$ cat src/rtl/sdram_colgen_pkg.sv
package sdram_colgen_pkg;

   localparam int MODE_W  = 5;
   localparam int LEN_W   = 3;
   localparam int ILV_BIT = 3;
   localparam int SWR_BIT = 4;

   typedef enum logic [LEN_W-1:0] {
      LEN_1    = 3'd0,
      LEN_2    = 3'd1,
      LEN_4    = 3'd2,
      LEN_8    = 3'd3,
      LEN_PAGE = 3'd7
   } len_code_e;

   typedef enum logic {
      ORDER_SEQ = 1'b0,
      ORDER_ILV = 1'b1
   } order_e;

endpackage

$ cat src/rtl/burst_mode_reg.sv
module burst_mode_reg
   import sdram_colgen_pkg::*;
#(
   parameter int COL_W = 8
) (
   input  logic              clk,
   input  logic              rst_n,
   input  logic              wr_en,
   input  logic [MODE_W-1:0] wr_data,
   output logic [COL_W-1:0]  len_mask_o,
   output logic              page_o,
   output logic              ilv_o,
   output logic              single_wr_o
);

   logic [MODE_W-1:0] mode_q;
   len_code_e         len_code;
   order_e            order;

   always_ff @(posedge clk) begin
      if (!rst_n) begin
         mode_q <= '0;
      end else if (wr_en) begin
         mode_q <= wr_data;
      end
   end

   assign len_code    = len_code_e'(mode_q[LEN_W-1:0]);
   assign order       = order_e'(mode_q[ILV_BIT]);
   assign single_wr_o = mode_q[SWR_BIT];
   assign ilv_o       = (order == ORDER_ILV);

   always_comb begin
      page_o     = 1'b0;
      len_mask_o = '0;
      case (len_code)
         LEN_1:    len_mask_o = '0;
         LEN_2:    len_mask_o = COL_W'(1);
         LEN_4:    len_mask_o = COL_W'(3);
         LEN_8:    len_mask_o = COL_W'(7);
         LEN_PAGE: begin
            len_mask_o = '1;
            page_o     = 1'b1;
         end
         default:  len_mask_o = '0;
      endcase
   end


   reserved_len_chk: assert property (@(posedge clk) disable iff (!rst_n)
      (mode_q[LEN_W-1:0] inside {3'd4, 3'd5, 3'd6}) |-> (len_mask_o == '0 && !page_o));

endmodule

$ cat src/rtl/burst_beat_ctrl.sv
module burst_beat_ctrl #(
   parameter int COL_W = 8
) (
   input  logic             clk,
   input  logic             rst_n,
   input  logic             start,
   input  logic [COL_W-1:0] start_col,
   input  logic             start_wr,
   input  logic             stop,
   input  logic             adv,
   input  logic [COL_W-1:0] rd_mask,
   input  logic             rd_page,
   input  logic             rd_ilv,
   input  logic             single_wr,
   output logic             vld_o,
   output logic [COL_W-1:0] base_o,
   output logic [COL_W-1:0] beat_o,
   output logic [COL_W-1:0] mask_o,
   output logic             page_o,
   output logic             ilv_o,
   output logic             last_o
);

   logic             force_one;
   logic [COL_W-1:0] eff_mask;
   logic             eff_page;
   logic             eff_ilv;

   assign force_one = start_wr & single_wr;
   assign eff_mask  = force_one ? '0 : rd_mask;
   assign eff_page  = rd_page & ~force_one;
   assign eff_ilv   = rd_ilv & ~eff_page & ~force_one;

   always_ff @(posedge clk) begin
      if (!rst_n) begin
         vld_o  <= 1'b0;
         base_o <= '0;
         beat_o <= '0;
         mask_o <= '0;
         page_o <= 1'b0;
         ilv_o  <= 1'b0;
      end else if (start) begin
         vld_o  <= 1'b1;
         base_o <= start_col;
         beat_o <= '0;
         mask_o <= eff_mask;
         page_o <= eff_page;
         ilv_o  <= eff_ilv;
      end else if (stop) begin
         vld_o  <= 1'b0;
      end else if (vld_o && adv) begin
         beat_o <= beat_o + COL_W'(1);
         if (last_o) begin
            vld_o <= 1'b0;
         end
      end
   end

   assign last_o = vld_o & ~page_o & (beat_o == mask_o);


   start_loads_chk: assert property (@(posedge clk) disable iff (!rst_n)
      start |=> (vld_o && beat_o == '0));


   stop_clears_chk: assert property (@(posedge clk) disable iff (!rst_n)
      (stop && !start) |=> !vld_o);


   last_ends_chk: assert property (@(posedge clk) disable iff (!rst_n)
      (last_o && adv && !start && !stop) |=> !vld_o);


   hold_beat_chk: assert property (@(posedge clk) disable iff (!rst_n)
      (vld_o && !adv && !start && !stop) |=> (vld_o && $stable(beat_o)));


   single_write_chk: assert property (@(posedge clk) disable iff (!rst_n)
      (start && start_wr && single_wr) |=> last_o);

endmodule

$ cat src/rtl/burst_col_map.sv
module burst_col_map #(
   parameter int COL_W  = 8,
   parameter bit ILV_EN = 1'b1
) (
   input  logic             vld_i,
   input  logic [COL_W-1:0] base_i,
   input  logic [COL_W-1:0] beat_i,
   input  logic [COL_W-1:0] mask_i,
   input  logic             ilv_i,
   output logic [COL_W-1:0] col_o
);

   logic [COL_W-1:0] sum;
   logic [COL_W-1:0] seq_col;
   logic [COL_W-1:0] ilv_col;
   logic             use_ilv;

   assign sum     = base_i + beat_i;
   assign seq_col = (base_i & ~mask_i) | (sum & mask_i);

   if (ILV_EN) begin : g_ilv
      assign ilv_col = base_i ^ (beat_i & mask_i);
      assign use_ilv = ilv_i;
   end else begin : g_seq_only
      assign ilv_col = seq_col;
      assign use_ilv = 1'b0;
   end

   for (genvar i = 0; i < COL_W; i++) begin : g_bit
      assign col_o[i] = vld_i & (use_ilv ? ilv_col[i] : seq_col[i]);
   end


   always_comb begin
      ilv_low_chk: assert (!(vld_i && use_ilv) ||
         ((col_o & ~mask_i) == (base_i & ~mask_i)));
   end

endmodule

$ cat src/rtl/sdram_burst_colgen.sv
module sdram_burst_colgen
   import sdram_colgen_pkg::*;
#(
   parameter int COL_W  = 8,
   parameter bit ILV_EN = 1'b1
) (
   input  logic              clk,
   input  logic              rst_n,
   input  logic              mode_we,
   input  logic [MODE_W-1:0] mode_wdata,
   input  logic              start,
   input  logic [COL_W-1:0]  start_col,
   input  logic              start_wr,
   input  logic              stop,
   input  logic              adv,
   output logic [COL_W-1:0]  col,
   output logic              col_vld,
   output logic              col_last
);

   if (COL_W < 3) begin : g_col_w_chk
      $error("COL_W must be at least 3 to hold an 8-beat burst");
   end

   logic [COL_W-1:0] rd_mask;
   logic             rd_page;
   logic             rd_ilv;
   logic             single_wr;
   logic [COL_W-1:0] base;
   logic [COL_W-1:0] beat;
   logic [COL_W-1:0] mask;
   logic             page;
   logic             ilv;

   burst_mode_reg #(.COL_W(COL_W)) i_mode (
      .clk         (clk),
      .rst_n       (rst_n),
      .wr_en       (mode_we),
      .wr_data     (mode_wdata),
      .len_mask_o  (rd_mask),
      .page_o      (rd_page),
      .ilv_o       (rd_ilv),
      .single_wr_o (single_wr)
   );

   burst_beat_ctrl #(.COL_W(COL_W)) i_ctrl (
      .clk       (clk),
      .rst_n     (rst_n),
      .start     (start),
      .start_col (start_col),
      .start_wr  (start_wr),
      .stop      (stop),
      .adv       (adv),
      .rd_mask   (rd_mask),
      .rd_page   (rd_page),
      .rd_ilv    (rd_ilv),
      .single_wr (single_wr),
      .vld_o     (col_vld),
      .base_o    (base),
      .beat_o    (beat),
      .mask_o    (mask),
      .page_o    (page),
      .ilv_o     (ilv),
      .last_o    (col_last)
   );

   burst_col_map #(.COL_W(COL_W), .ILV_EN(ILV_EN)) i_map (
      .vld_i  (col_vld),
      .base_i (base),
      .beat_i (beat),
      .mask_i (mask),
      .ilv_i  (ilv),
      .col_o  (col)
   );


   last_needs_vld_chk: assert property (@(posedge clk) disable iff (!rst_n)
      col_last |-> col_vld);


   page_runs_chk: assert property (@(posedge clk) disable iff (!rst_n)
      (col_vld && page && !start && !stop) |=> col_vld);


   page_wrap_chk: assert property (@(posedge clk) disable iff (!rst_n)
      (col_vld && page && adv && !start && !stop && col == '1) |=> (col == '0));

endmodule

$ cat config.mk
export PLATFORM = sky130hd
export DESIGN_NAME = sdram_burst_colgen
export DESIGN_NICKNAME = d
export VERILOG_FILES = /design/src/rtl/sdram_colgen_pkg.sv /design/src/rtl/burst_mode_reg.sv /design/src/rtl/burst_beat_ctrl.sv /design/src/rtl/burst_col_map.sv /design/src/rtl/sdram_burst_colgen.sv
export SDC_FILE = /design/constraint.sdc
export NUM_CORES = 1
export LEC_CHECK = 0
export BUFFER_PORTS_ARGS = -buffer_cell sky130_fd_sc_hd__buf_4
export CORE_MARGIN = 2
export CORE_UTILIZATION = 60
export CTS_CLUSTER_SIZE = 25
export DETAILED_ROUTE_END_ITERATION = 10
export GPL_ROUTABILITY_DRIVEN = 0
export PLACE_DENSITY = 0.84
export SYNTH_ARGS = -nofsm -noshare
export SYNTH_HDL_FRONTEND = slang
export SYNTH_SLANG_ARGS = --single-unit
$ cat constraint.sdc
create_clock -name clk -period 6.6 [get_ports clk]
set_input_delay 0.99 -clock clk [delete_from_list [all_inputs] [get_ports clk]]
set_output_delay 0.99 -clock clk [all_outputs]
set_load 0.05 [all_outputs]
==> impl_metrics.py <==
metrics = {
    "clock_network": {
        "cts-htree-levels": 1,
        "clock_latency_ns": 0.34,
        "cts_buffer_depth": 2,
        "cts_root_buf": "clkbuf_4",
        "cts_resized": 0,
        "post_cts_buffers": 0,
        "cts_tree": "done",
        "cts_sinks": 28,
        "clk_transition_reported_paths_ns": 0.16,
        "cts_inserted_buffers": 3,
        "postCtsHoldBufs": 0,
    },
    "final_layout": {
        "nNetsFinal": 265,
        "num_antenna_cells": 0,
        "drive_above_1_share_pct": 17.2,
        "fin_util_pct": 74.5,
        "area_delta_synth_final_pct": 15.3,
    },
    "floorplanning": {
        "ioPinCount": 30,
        "start_util_pct": 64.6,
        "rows": 19,
        "core_region_area_sq_mm": 0.00281,
        "die_y_microns": 59.0,
        "die-area_sq_mm": 0.00348,
        "dieWidth_microns": 59.0,
    },
    "routing": {
        "first_iter_violations": 87,
        "first_pass_iters": 7,
        "vias": 1524,
        "drt_wl_total_microns": 3930,
        "vias_per_cell": 5.91,
        "drc_errors": 2,
        "antenna_left": 0,
        "routedWlPerCell_microns": 15.2,
    },
    "timing": {
        "finalCritPeriodShare_pct": 56.1,
        "setup_viol": 0,
        "slew_headroom_pct": 67.1,
        "slew_violations": 0,
        "max_slew.worst_pin.slew_ns": 0.493,
        "finClkSkew_ns": 0.0122,
        "max_freq_mhz": 270,
        "grt_setup_unrepaired": "no",
        "fin_crit_ns": 3.71,
        "hold_viol_final": 0,
        "tns_ns": 0,
    },
    "global_route": {
        "track_usage_pct": 24.8,
        "grt_pass1_wl_microns": 6560,
        "antenna_found_initial": 0,
        "grt_overflow": 0,
        "grt_pass1_vias": 1494,
        "grt_start_max_net_pins": 20,
    },
    "worst_setup_path": {
        "reg2reg_slack_ns": 4.43,
        "critPathArrivalTime_ns": 2.72,
        "critPathCaptureType": "output port",
        "start_kind": "register",
        "r2r-end": "i_ctrl.vld_o",
        "required_ns": 5.61,
        "r2r_start": "i_ctrl.mask_o[6]",
        "worstSetupPathType": "register to output port",
        "r2r_cells": 5,
        "crit_fanout": 5,
    },
    "hold_path": {
        "whs_endpoint": "i_ctrl.page_o",
        "hp-class": "register to register",
        "min_path_cells": 2,
        "holdCritStartpoint": "i_ctrl.page_o",
    },
    "power": {
        "power.leakage_nw": 0.945,
        "p_total_mw": 0.356,
        "pwr_density_cell_mw_per_mm2": 170,
        "peakVddDrop_mv": 0.136,
    },
    "yosys": {
        "synth_nets": 239,
        "async_reset_ff_share_pct": 0,
        "syn_inst": 202,
        "synth.distinct_cells": 41,
        "synth_flop_cell": "dfxtp_1",
        "yosysMostFrequentCell": "dfxtp_1",
        "synth_edf_count": 0,
        "synth_common_cells": "dfxtp_1 (28), nor2b_1 (20), ha_1 (16), mux2i_1 (16), nor2_1 (14)",
        "synth_largest_area_cell": "dfxtp_1",
        "synth_area_leaders": "dfxtp_1 (31%), ha_1 (11%), mux2i_1 (8.8%)",
        "yosysTopAreaCellShare_pct": 30.9,
        "ys_warn_count": 0,
        "synth_area_per_cell_sq_um": 8.98,
        "ys_ff_latch": 28,
        "netlist_area_sq_mm": 0.00181,
        "ys_seq_area_share_pct": 30.9,
    },
    "status": {
        "violations": "design-rule violations",
        "status": "complete, but fails checks",
    },
    "place": {
        "hpwl_microns": 3050,
        "port_buffers": 29,
    },
    "flow_run": {
        "maxCapViolations": 0,
    },
}
## stage by stage
stage / setup WS (ns) / std cells / hold slack [ns] / cell area, sq um
after floorplan: 2.73 / 202 / 0.423 / 1810
after global placement: 3.48 / 254 / 0.436 / 2040
after detailed placement: 3.34 / 254 / 0.459 / 2040
after CTS: 2.90 / 258 / 0.481 / 2090
after global routing: 2.69 / 258 / 0.500 / 2090
final: 2.89 / 258 / 0.484 / 2090
## critical path, stage by stage (launching register included)
cell      delay, ns
dfxtp_1        0.44
ha_1           0.23
inv_1          0.07
fa_1           0.40
nor2b_1        0.13
o21ai_0        0.12
a21boi_0       0.34
o21ai_0        0.13
a311oi_1       0.27
buf_4          0.24
## kinds of logic after synthesis
logic type	synth area share, %
flops	30.9
mux	8.83
xor+xnor	8.21
simple gates	23.1
buf+inv	3.38
fa+ha+maj	12.1
compound gates	13.5
## where the power goes
group	internal, mW	switching, mW	leakage [nW]
registers	0.175	0.00807	0.229
logic	0.0272	0.0315	0.688
clock network	0.0615	0.0525	0.0279
total	0.264	0.0921	0.945
## registers in the layout, summed over array words and instances (netlist names)
register       cells
i_ctrl.base_o      8
i_ctrl.beat_o      8
i_ctrl.ilv_o       1
i_ctrl.mask_o      4
i_ctrl.page_o      1
i_ctrl.vld_o       1
i_mode.mode_q      5
## final cells by class
| cell class | instances | area, sq um |
|---|---|---|
| tap | 31 | 38.8 |
| multi-input combinational | 158 | 1190 |
| fill | 203 | 714 |
| sequential | 28 | 561 |
| timing repair buffer | 29 | 218 |
| inverter | 8 | 30.0 |
| clock inverter | 1 | 30.0 |
| clock buffer | 3 | 22.5 |
## per-layer routing
layer  share of wire [%]  global-route usage (%)  up-vias
met4                 3.7                    15.6        0
met1                  45                    29.9      712
met5                   0                       0        -
met3                 2.6                    3.49       11
li1                    -                       -      767
met2                  48                    41.3       34
## worst max-delay path by stage
| stage | from | cells past startpoint | slack [ns] | end |
|---|---|---|---|---|
| global route | i_ctrl.beat_o[0] | 9 | 2.69 | col[6] |
| detailed placement | i_ctrl.beat_o[0] | 9 | 3.34 | col[6] |
| CTS | i_ctrl.beat_o[0] | 9 | 2.90 | col[6] |
| floorplan | i_ctrl.beat_o[0] | 8 | 2.73 | col[6] |
| global placement | i_ctrl.beat_o[0] | 9 | 3.48 | col[6] |
| finish | i_ctrl.beat_o[0] | 9 | 2.89 | col[6] |
## placed cells by master, fill, tap and decap left out, drive strengths merged, types with 3 or more instances in the layout
master	n
a211oi	8
a21oi	6
buf	29
clkbuf	3
dfxtp	28
ha	16
inv	8
mux2i	16
nand2	11
nand2b	3
nand3	6
nand4	4
nor2	14
nor2b	20
o21ai	9
or4	3
xnor2	7
xor2	10
(Power assumes the default switching activity.)
